File: src/rtl/sck_pkg.sv
package sck_pkg;
  localparam int unsigned SCK_MIN_DIV = 4;
  localparam int unsigned SCK_MAX_DIV = 1920;
  localparam int unsigned FIELD_W     = 8;

  // wide encoding: exponent bits split around one unused bit
  typedef struct packed {
    logic [1:0] exp_hi;
    logic       rsvd;
    logic       exp_lo;
    logic [3:0] mant;
  } ext_field_t;
endpackage

File: src/rtl/sck_div_decode.sv
module sck_div_decode
  import sck_pkg::*;
#(
  parameter bit          EXT_FMT = 1'b1,
  parameter int unsigned DIV_W   = 11
) (
  input  logic [FIELD_W-1:0] field_i,
  output logic [DIV_W-1:0]   div_o
);
  localparam logic [DIV_W-1:0] MinDiv = DIV_W'(SCK_MIN_DIV);

  logic [DIV_W-1:0] raw;

  generate
    if (EXT_FMT) begin : g_ext
      ext_field_t f;
      logic [3:0] mant;
      logic [2:0] expo;
      logic       unused_rsvd;
      always_comb begin
        f    = ext_field_t'(field_i);
        mant = (f.mant < 4'd2) ? 4'd2 : f.mant;
        expo = {f.exp_hi, f.exp_lo};
        raw  = DIV_W'(mant) << expo;
      end
      assign unused_rsvd = f.rsvd;
    end else begin : g_leg
      logic unused_hi;
      assign raw       = DIV_W'({field_i[3:0], 1'b0});
      assign unused_hi = ^field_i[FIELD_W-1:4];
    end
  endgenerate

  assign div_o = (raw < MinDiv) ? MinDiv : raw;
endmodule

File: src/rtl/sck_phase_gen.sv
module sck_phase_gen
  import sck_pkg::*;
#(
  parameter int unsigned DIV_W = 11
) (
  input  logic             clk_i,
  input  logic             rst_ni,
  input  logic             en_i,
  input  logic             pol_i,
  input  logic [DIV_W-1:0] div_i,
  output logic             lvl_o
);
  localparam logic [DIV_W-1:0] MinDiv = DIV_W'(SCK_MIN_DIV);
  localparam logic [DIV_W-1:0] One    = DIV_W'(1);

  logic             run_q, run_n, lead_q, lead_n, pol_q, pol_n, load;
  logic [DIV_W-1:0] cnt_q, cnt_n, div_q, div_n, hi_last, lo_last;

  // leading half takes the extra cycle of an odd divisor
  assign hi_last = ({1'b0, div_q[DIV_W-1:1]} + DIV_W'(div_q[0])) - One;
  assign lo_last = {1'b0, div_q[DIV_W-1:1]} - One;

  always_comb begin
    run_n  = run_q;
    lead_n = lead_q;
    cnt_n  = cnt_q;
    load   = 1'b0;
    if (!en_i) begin
      run_n  = 1'b0;
      lead_n = 1'b0;
      cnt_n  = '0;
      load   = 1'b1;
    end else if (!run_q) begin
      run_n  = 1'b1;
      lead_n = 1'b1;
      cnt_n  = '0;
      load   = 1'b1;
    end else if (lead_q) begin
      if (cnt_q == hi_last) begin
        lead_n = 1'b0;
        cnt_n  = '0;
      end else begin
        cnt_n = cnt_q + One;
      end
    end else if (cnt_q == lo_last) begin
      lead_n = 1'b1;
      cnt_n  = '0;
      load   = 1'b1;
    end else begin
      cnt_n = cnt_q + One;
    end
    div_n = load ? div_i : div_q;
    pol_n = load ? pol_i : pol_q;
  end

  always_ff @(posedge clk_i or negedge rst_ni) begin
    if (!rst_ni) begin
      run_q  <= 1'b0;
      lead_q <= 1'b0;
      pol_q  <= 1'b0;
      cnt_q  <= '0;
      div_q  <= MinDiv;
      lvl_o  <= 1'b0;
    end else begin
      run_q  <= run_n;
      lead_q <= lead_n;
      pol_q  <= pol_n;
      cnt_q  <= cnt_n;
      div_q  <= div_n;
      lvl_o  <= pol_n ^ lead_n;
    end
  end
endmodule

File: src/rtl/sck_edge_detect.sv
module sck_edge_detect (
  input  logic clk_i,
  input  logic rst_ni,
  input  logic lvl_i,
  output logic rise_o,
  output logic fall_o
);
  logic prev_q;

  always_ff @(posedge clk_i or negedge rst_ni) begin
    if (!rst_ni) prev_q <= 1'b0;
    else         prev_q <= lvl_i;
  end

  assign rise_o = lvl_i & ~prev_q;
  assign fall_o = ~lvl_i & prev_q;
endmodule

File: src/rtl/sck_prescaler.sv
module sck_prescaler
  import sck_pkg::*;
#(
  parameter bit          EXT_FMT = 1'b1,
  parameter int unsigned DIV_W   = 11
) (
  input  logic               clk_i,
  input  logic               rst_ni,
  input  logic               en_i,
  input  logic               cpol_i,
  input  logic [FIELD_W-1:0] cfg_i,
  output logic               sck_o,
  output logic               rise_o,
  output logic               fall_o
);
  logic [DIV_W-1:0] div;
  logic             lvl;

  sck_div_decode #(.EXT_FMT(EXT_FMT), .DIV_W(DIV_W)) u_dec (
    .field_i (cfg_i),
    .div_o   (div)
  );

  sck_phase_gen #(.DIV_W(DIV_W)) u_gen (
    .clk_i  (clk_i),
    .rst_ni (rst_ni),
    .en_i   (en_i),
    .pol_i  (cpol_i),
    .div_i  (div),
    .lvl_o  (lvl)
  );

  sck_edge_detect u_edge (
    .clk_i  (clk_i),
    .rst_ni (rst_ni),
    .lvl_i  (lvl),
    .rise_o (rise_o),
    .fall_o (fall_o)
  );

  assign sck_o = lvl;
endmodule

File: config.mk
export PLATFORM = sky130hd
export DESIGN_NAME = sck_prescaler
export DESIGN_NICKNAME = d
export VERILOG_FILES = /design/src/rtl/sck_pkg.sv /design/src/rtl/sck_div_decode.sv /design/src/rtl/sck_phase_gen.sv /design/src/rtl/sck_edge_detect.sv /design/src/rtl/sck_prescaler.sv
export SDC_FILE = /design/constraint.sdc
export NUM_CORES = 1
export LEC_CHECK = 0
export ABC_AREA = 1
export CAP_MARGIN = 25
export CORE_UTILIZATION = 55
export CTS_CLUSTER_SIZE = 16
export DETAILED_ROUTE_END_ITERATION = 10
export DONT_BUFFER_PORTS = 1
export PLACE_DENSITY = 0.68
export SYNTH_ARGS = -nofsm -noshare
export SYNTH_HDL_FRONTEND = slang
export SYNTH_SLANG_ARGS = --single-unit
File: constraint.sdc
create_clock -name clk_i -period 3.3 [get_ports clk_i]
set_input_delay 0.165 -clock clk_i [delete_from_list [all_inputs] [get_ports clk_i]]
set_output_delay 0.165 -clock clk_i [all_outputs]
set_load 0.005 [all_outputs]
==> results of run 1 <==
## final cells by class
| cell class | instances | area share [%] |
|---|---|---|
| Clock buffer | 4 | 1.89 |
| Multi-Input combinational cell | 285 | 57.4 |
| Tap cell | 50 | 2.62 |
| Timing Repair Buffer | 3 | 1.68 |
| Sequential cell | 27 | 28.4 |
| Inverter | 51 | 8.02 |
## power groups by stage
stage | Clock, W | Combinational [W] | Sequential [W]
2_1_floorplan | 0 | 0.000227 | 0.000376
6_report | 0.000193 | 0.000286 | 0.000377
3_3_place_gp | 0 | 0.000267 | 0.000383
3_5_place_dp | 0 | 0.000270 | 0.000383
5_1_grt | 0.000214 | 0.000326 | 0.000379
4_1_cts | 0.000198 | 0.000284 | 0.000377
## metal layers
| metal | part of all wire [%] | wire length [um] | GRT usage, % | up-vias |
|---|---|---|---|---|
| met3 | 2.1 | 109 | 3.10 | 6 |
| met1 | 51 | 2600 | 36.0 | 932 |
| met5 | 0 | 0 | 0 | - |
| met2 | 45 | 2300 | 40.8 | 30 |
| li1 | - | - | - | 1143 |
| met4 | 1.6 | 82 | 7.98 | 0 |
## stage by stage
| stage | util [%] | hold slack, ps | setup WS [ps] | total power, W | cells |
|---|---|---|---|---|---|
| after floorplan | - | -131 | 1170 | 0.000603 | 369 |
| after global placement | 57.5 | -130 | 688 | 0.000650 | 413 |
| after detailed placement | 57.5 | -130 | 623 | 0.000653 | 413 |
| after CTS | 59.6 | 2.80 | 598 | 0.000859 | 420 |
| after global routing | 59.6 | 17.0 | 393 | 0.000920 | 420 |
| final | 59.6 | 6.14 | 595 | 0.000855 | 420 |
## cell families after synthesis
family	synth area share, %
adders and majority gates	2.20
AOI/OAI and AO/OA	6.09
xor gates and xnor gates	4.99
muxes	0.439
buffers and inverters	10.2
DFF	29.7
and+or+nand+nor	46.4
## final timing paths
check                                    start               to  slack (ps)  cells past startpoint
min in group asynchronous               rst_ni   u_gen.cnt_q[4]         310                      2
worst min-delay path                      en_i     u_gen.lead_q           6                      2
worst max-delay path            u_gen.div_q[1]  u_gen.cnt_q[10]         600                     14
worst max register to register  u_gen.div_q[1]  u_gen.cnt_q[10]         600                     14
max in group asynchronous               rst_ni   u_gen.div_q[2]        2750                      2
worst min register to register     u_gen.lvl_o    u_edge.prev_q         480                      0
## flip-flops by register name (all words and copies together) (netlist names)
register / flops
u_gen.cnt_q: 11
u_gen.div_q: 11
u_edge.prev_q: 1
u_gen.lead_q: 1
u_gen.lvl_o: 1
u_gen.pol_q: 1
u_gen.run_q: 1
## worst reg2reg max path: cells and delay by family (launching register included)
family | cells | cell delay, ps
AO/OA/AOI/OAI | 1 | 390
buffers and inverters | 2 | 330
adder cells (fa/ha/maj) | 2 | 620
AND/OR/NAND/NOR | 9 | 830
flip-flops | 1 | 430
## cell usage after synthesis
library cell  instances
nand3_2               1
nor2_2               12
ha_1                  4
o21ai_1               2
dfrtp_1              26
o21bai_4              1
o21ai_0              16
dfstp_2               1
and2_0                1
nand2_4               2
nor2_4                3
clkbuf_1              3
nor3_1                2
nand3b_1              2
nand2_1             118
xor2_1                9
nor2_1               55
buf_6                 2
mux2i_1               1
buf_4                 1
xnor2_1               4
inv_1                51
a21oi_1               6
nand2_2               2
nand4_1               2
nand3_1              42
==> impl_results.md, run 1 <==
- Sum Neg Setup Slack: 0 ps
- DP Area: 2300 um2
- DRC errors left: 0
- Unrepaired setup endpoints after global routing: false
- WP data required: 3450 ps
- Largest net degree at the start of global routing: 28
- Vias in the first global route: 1,833
- Least-Margin Pin Slew: 461 ps
- Iteration-0 DRC Markers: 123
- Cts hold-fix bufs: 3
- P_leak: 1.24 nW
- Power per standard cell area: 358 nW/um2
- Initial antenna violation count: 0
- # H-tree levels: 1
- Top cells by area, synth: dfrtp_1, nand2_1, nand3_1
- Layout cells sized above 1: 7.03%
- YS warnings: 0
- Max frequency: 0.370 GHz
- Initial core utilization: 57.0%
- Crit path max-delay family: simple AND/OR/NAND/NOR gates
- Switching power total: 0.000321 W
- Total die area: 4410 um2
- Crit path kind: reg2reg
- Syn Std Cell Area: 2280 um2
- Cell mode on critical path: nand2_1
- GP Congestion: 0.896
- Die Wd: 66.4 um
- Mean Syn Cell Area: 6.18 um2
- Most common cell after layout, fill and taps aside: nand2_1
- Final Setup Violations: 0
- # nets final: 387
- Internal power: 0.000534 W
- MaxCap Viol Count: 0
- Diodes inserted: 0
- Chip height: 66.4 um
- Final Max Tran Viols: 0
- Count of different cell masters after synthesis: 26
- First-pass GRT wire length: 8420 um
- Vias: 2,111
- CTS buffer count: 3
- Layout area overhead: 4.67%
- Routed Antenna Nets: 0
- CTS tree: yes
- CP Launch Type: flop
- Fin area: 2390 um2
- Synth Register Bits: 27
- Post-Synthesis Cells: 369
- Post-Synthesis Net Count: 385
- Overall Global Routing Usage: 25.7%
- Num Clock Sinks: 27
- Tcrit/Tclk final: 82.0%
- Latest clock arrival within the worst-skew pair: 280 ps
- Setup bufs post-CTS: 0
- FF+latch area: 677 um2
- Status: completed
- Drt pass-1 iters: 4
- I/O pin total: 15
- CTS Buffer Depth: 2
- CP cell instances: inv_1, ha_1, ha_1, nand2_1, nor2_1, nand2_1, nand2_1, nand2_1, nor2_1, nand2_1, nor2_1, inv_1, o21bai_4, nor2_1
- FILL cells: 417
- Flop pwr share: 44.0%
- Crit path DAT: 2860 ps
- Worst Path Buf+Inv: 2
- Multi-input gate area: 1370 um2
- Drt total wl: 5100 um
- Crit end category: flop
- CTS root buffer: clkbuf_8
- Core ar.: 4000 um2
- I/O Buffers: 0
- Sequential-to-total area share from yosys stat: 29.7%
- Switching Share: 37.5%
- Clk pin slew, worst setup/hold paths: 90 ps
- Final min period: 2700 ps
- Post-cts sizing count: 0
- Post-synth top area share: 28.5%
- Detailed placer's ending HPWL: 4060 um
- Routed len/inst: 12.1 um
- Commonest cells after routing, fill and taps aside: nand2_1, nor2_1, inv_1
- CP max FO: 11
- Max-slew headroom: 69.2%
- Worst path max stage delay: 430 ps
- Setup Skew: 3.95 ps
- Clk pwr share: 22.5%
- Total grt overflow: 0
- HP Class: in2reg
- # rows: 23
- Via density: 5.03
- Maximum VDD drop: 187 uV
- Logic pwr share: 33.4%
- Fin. Hold Viols: 0
- Slowest CP cell: dfrtp_1
- Cell taking the most area after synthesis: dfrtp_1
Note: power is estimated with default switching activity, not from simulation.
==> inputs of run 2 (changes only) <==
--- a/config.mk
+++ b/config.mk
@@ -11,7 +11,7 @@
 export CTS_CLUSTER_SIZE = 16
 export DETAILED_ROUTE_END_ITERATION = 10
 export DONT_BUFFER_PORTS = 1
-export PLACE_DENSITY = 0.68
+export PLACE_DENSITY = 0.71
 export SYNTH_ARGS = -nofsm -noshare
 export SYNTH_HDL_FRONTEND = slang
 export SYNTH_SLANG_ARGS = --single-unit
==> constraint.sdc (replaced) <==
create_clock -name clk_i -period 2.4 [get_ports clk_i]
set_input_delay 0.12 -clock clk_i [delete_from_list [all_inputs] [get_ports clk_i]]
set_output_delay 0.12 -clock clk_i [all_outputs]
set_load 0.005 [all_outputs]
==> run 2 against run 1 <==
Net effect:
- design area is 5.7% higher
- worst setup slack worse by 460 ps
- routed wire length increased by 4.4%
- count of clock-buffer cells in the layout is 1 lower
- cell count is 2.1% higher
- critical path type unchanged
==> impl_results.md, run 2 (synthesis results as in run 1) <==
- Layout cells sized above 1: 10.6% (+3.5 points)
- Least-Margin Pin Slew: 378 ps (-83.5 ps)
- WHS: 9.27 ps (+3.13 ps)
- WP data required: 2580 ps (-870 ps)
- Final cell count without fillers: 429 (+2.1%)
- Clk pin slew, worst setup/hold paths: 100 ps (about the same)
- Most common cell after layout, fill and taps aside: nand2_1
- Layout area overhead: 10.6%
- Detailed placer's ending HPWL: 4110 um (+1.2%)
- Fin area: 2520 um2 (+5.7%)
- CTS buffer count: 3 (unchanged)
- First-pass GRT wire length: 8400 um (-0.17%)
- FILL cells: 389 (-6.7%)
- Core ar.: 4000 um2 (unchanged)
- Initial core utilization: 57.0% (unchanged)
- Commonest cells after routing, fill and taps aside: nand2_1, nor2_1, inv_1
- Setup Skew: 3.70 ps (-0.258 ps)
- Worst Setup EP: u_gen.cnt_q[9]
- Largest regs: u_gen.cnt_q: 11 flops, u_gen.div_q: 11 flops
- # H-tree levels: 1 (unchanged)
- Status: completed
- Die Wd: 66.4 um (unchanged)
- Chip height: 66.4 um (unchanged)
- Power per standard cell area: 480 nW/um2 (+34%)
- Initial antenna violation count: 0 (unchanged)
- HP Class: in2reg
- Sum Neg Setup Slack: 0 ps (unchanged)
- Crit end category: flop
- Vias: 2,156 (+2.1%)
- Routed Antenna Nets: 0 (unchanged)
- CTS tree: yes
- Crit path DAT: 2440 ps (-420 ps)
- DP Area: 2360 um2 (+2.7%)
- CP Launch Type: flop
- Max-slew headroom: 74.8% (+5.7 points)
- Maximum VDD drop: 318 uV (+70%)
- Reg-to-reg endpoint: u_gen.cnt_q[9]
- Cell mode on critical path: nor2_1
- CP max FO: 5 (-6)
- CTS root buffer: clkbuf_8
- Drt total wl: 5320 um (+4.4%)
- Fin. Hold Viols: 0 (unchanged)
- R2R depth: 13 (-1)
- Latest clock arrival within the worst-skew pair: 280 ps (about the same)
- I/O pin total: 15 (unchanged)
- Tcrit/Tclk final: 94.6% (+13 points)
- Final Setup Violations: 0 (unchanged)
- MaxCap Viol Count: 0 (unchanged)
- Routed len/inst: 12.4 um (+2.2%)
- Cells after DPL: 418 (+1.2%)
- GP Congestion: 0.895 (-0.12%)
- Final min period: 2270 ps (-435 ps)
- RR Startpoint: u_gen.div_q[2]
- CTS Buffer Depth: 2 (unchanged)
- Reg-to-reg setup timing slack: 130 ps (-460 ps)
- Largest net degree at the start of global routing: 28 (unchanged)
- I/O Buffers: 0 (unchanged)
- # rows: 23 (unchanged)
- Crit path kind: reg2reg
- CP cell instances: inv_1, ha_2, xnor2_1, nor2_1, nand2_1, nor2_1, nand2_1, nor2_1, nand2_2, nand2_4, o21bai_4, clkbuf_16, nor2_2
- Via density: 5.03 (about the same)
- Diodes inserted: 0 (unchanged)
- Num Clock Sinks: 27 (unchanged)
- Final Max Tran Viols: 0 (unchanged)
- Total die area: 4410 um2 (unchanged)
- Total grt overflow: 0 (unchanged)
- P_leak: 1.30 nW (+4.5%)
- Drt pass-1 iters: 4 (unchanged)
- Worst path max stage delay: 560 ps (+130 ps)
- DRC errors left: 0 (unchanged)
- Critical Path Start: u_gen.div_q[2]
- Vias in the first global route: 1,945 (+6.1%)
- Overall Global Routing Usage: 25.4% (-0.29 points)
- Iteration-0 DRC Markers: 109 (-11%)
- Slowest CP cell: dfstp_2
- Max frequency: 0.441 GHz (+19%)
- # nets final: 396 (+2.3%)
run 2: critical path: cells and delay by family, from the launching register on:
family	cells	cell delay, ps
flip-flops	1	560
XOR/XNOR	1	80
adder cells (fa/ha/maj)	1	330
AND/OR/NAND/NOR	8	730
AO/OA/AOI/OAI	1	160
buffers and inverters	2	280
run 2: layout make-up:
cell class,instances,area (um2),area share [%]
multi-input cells,285,1390,55.1
flip-flops and latches,27,677,26.8
inverters,51,191,7.59
repair buffers,12,153,6.05
well taps,50,62.6,2.48
clock buffers,3,41.3,1.64
clock inverters,1,7.51,0.298
run 2: per-stage QoR:
step                      power [W]  utilization, %  worst slack [ps]
after floorplan            0.000830               -               271
after global placement     0.000902            59.1               156
after detailed placement   0.000911            59.1               168
after CTS                   0.00119            61.6               153
after global routing        0.00129            63.1             -16.0
final                       0.00121            63.1               130
run 2: worst min-delay path by stage:
stage | startpoint | to | cells past startpoint
after floorplan | rst_ni | u_edge.prev_q | 0
after global placement | rst_ni | u_gen.lvl_o | 0
after CTS | cfg_i[7] | u_gen.div_q[0] | 3
after global routing | cfg_i[7] | u_gen.div_q[3] | 3
after detailed placement | rst_ni | u_edge.prev_q | 0
final | cfg_i[7] | u_gen.div_q[0] | 3
run 2: timing repair:
| item | 4_1_cts | 5_1_grt |
|---|---|---|
| setup endpoints to repair | 0 | 6 |
| resized for setup | 0 | 6 |
| hold endpoints to repair | 30 | 0 |
| hold buffers | 4 | 0 |
| setup buffers | 0 | 2 |
run 2: routing by layer:
metal  up-vias  share of wire [%]  GRT usage [%]
li1       1158                  -              -
met5         -                  0              0
met3         4                4.4           2.59
met1       952                 48           33.2
met4         0               0.86           6.91
met2        42                 47           44.1
run 2: power breakdown:
group / leakage (nW) / switching, W / internal [W] / total, W
clock: 0.0217 / 0.000148 / 0.000118 / 0.000266
sequential: 0.353 / 0.0000350 / 0.000481 / 0.000516
combinational: 0.922 / 0.000270 / 0.000159 / 0.000429
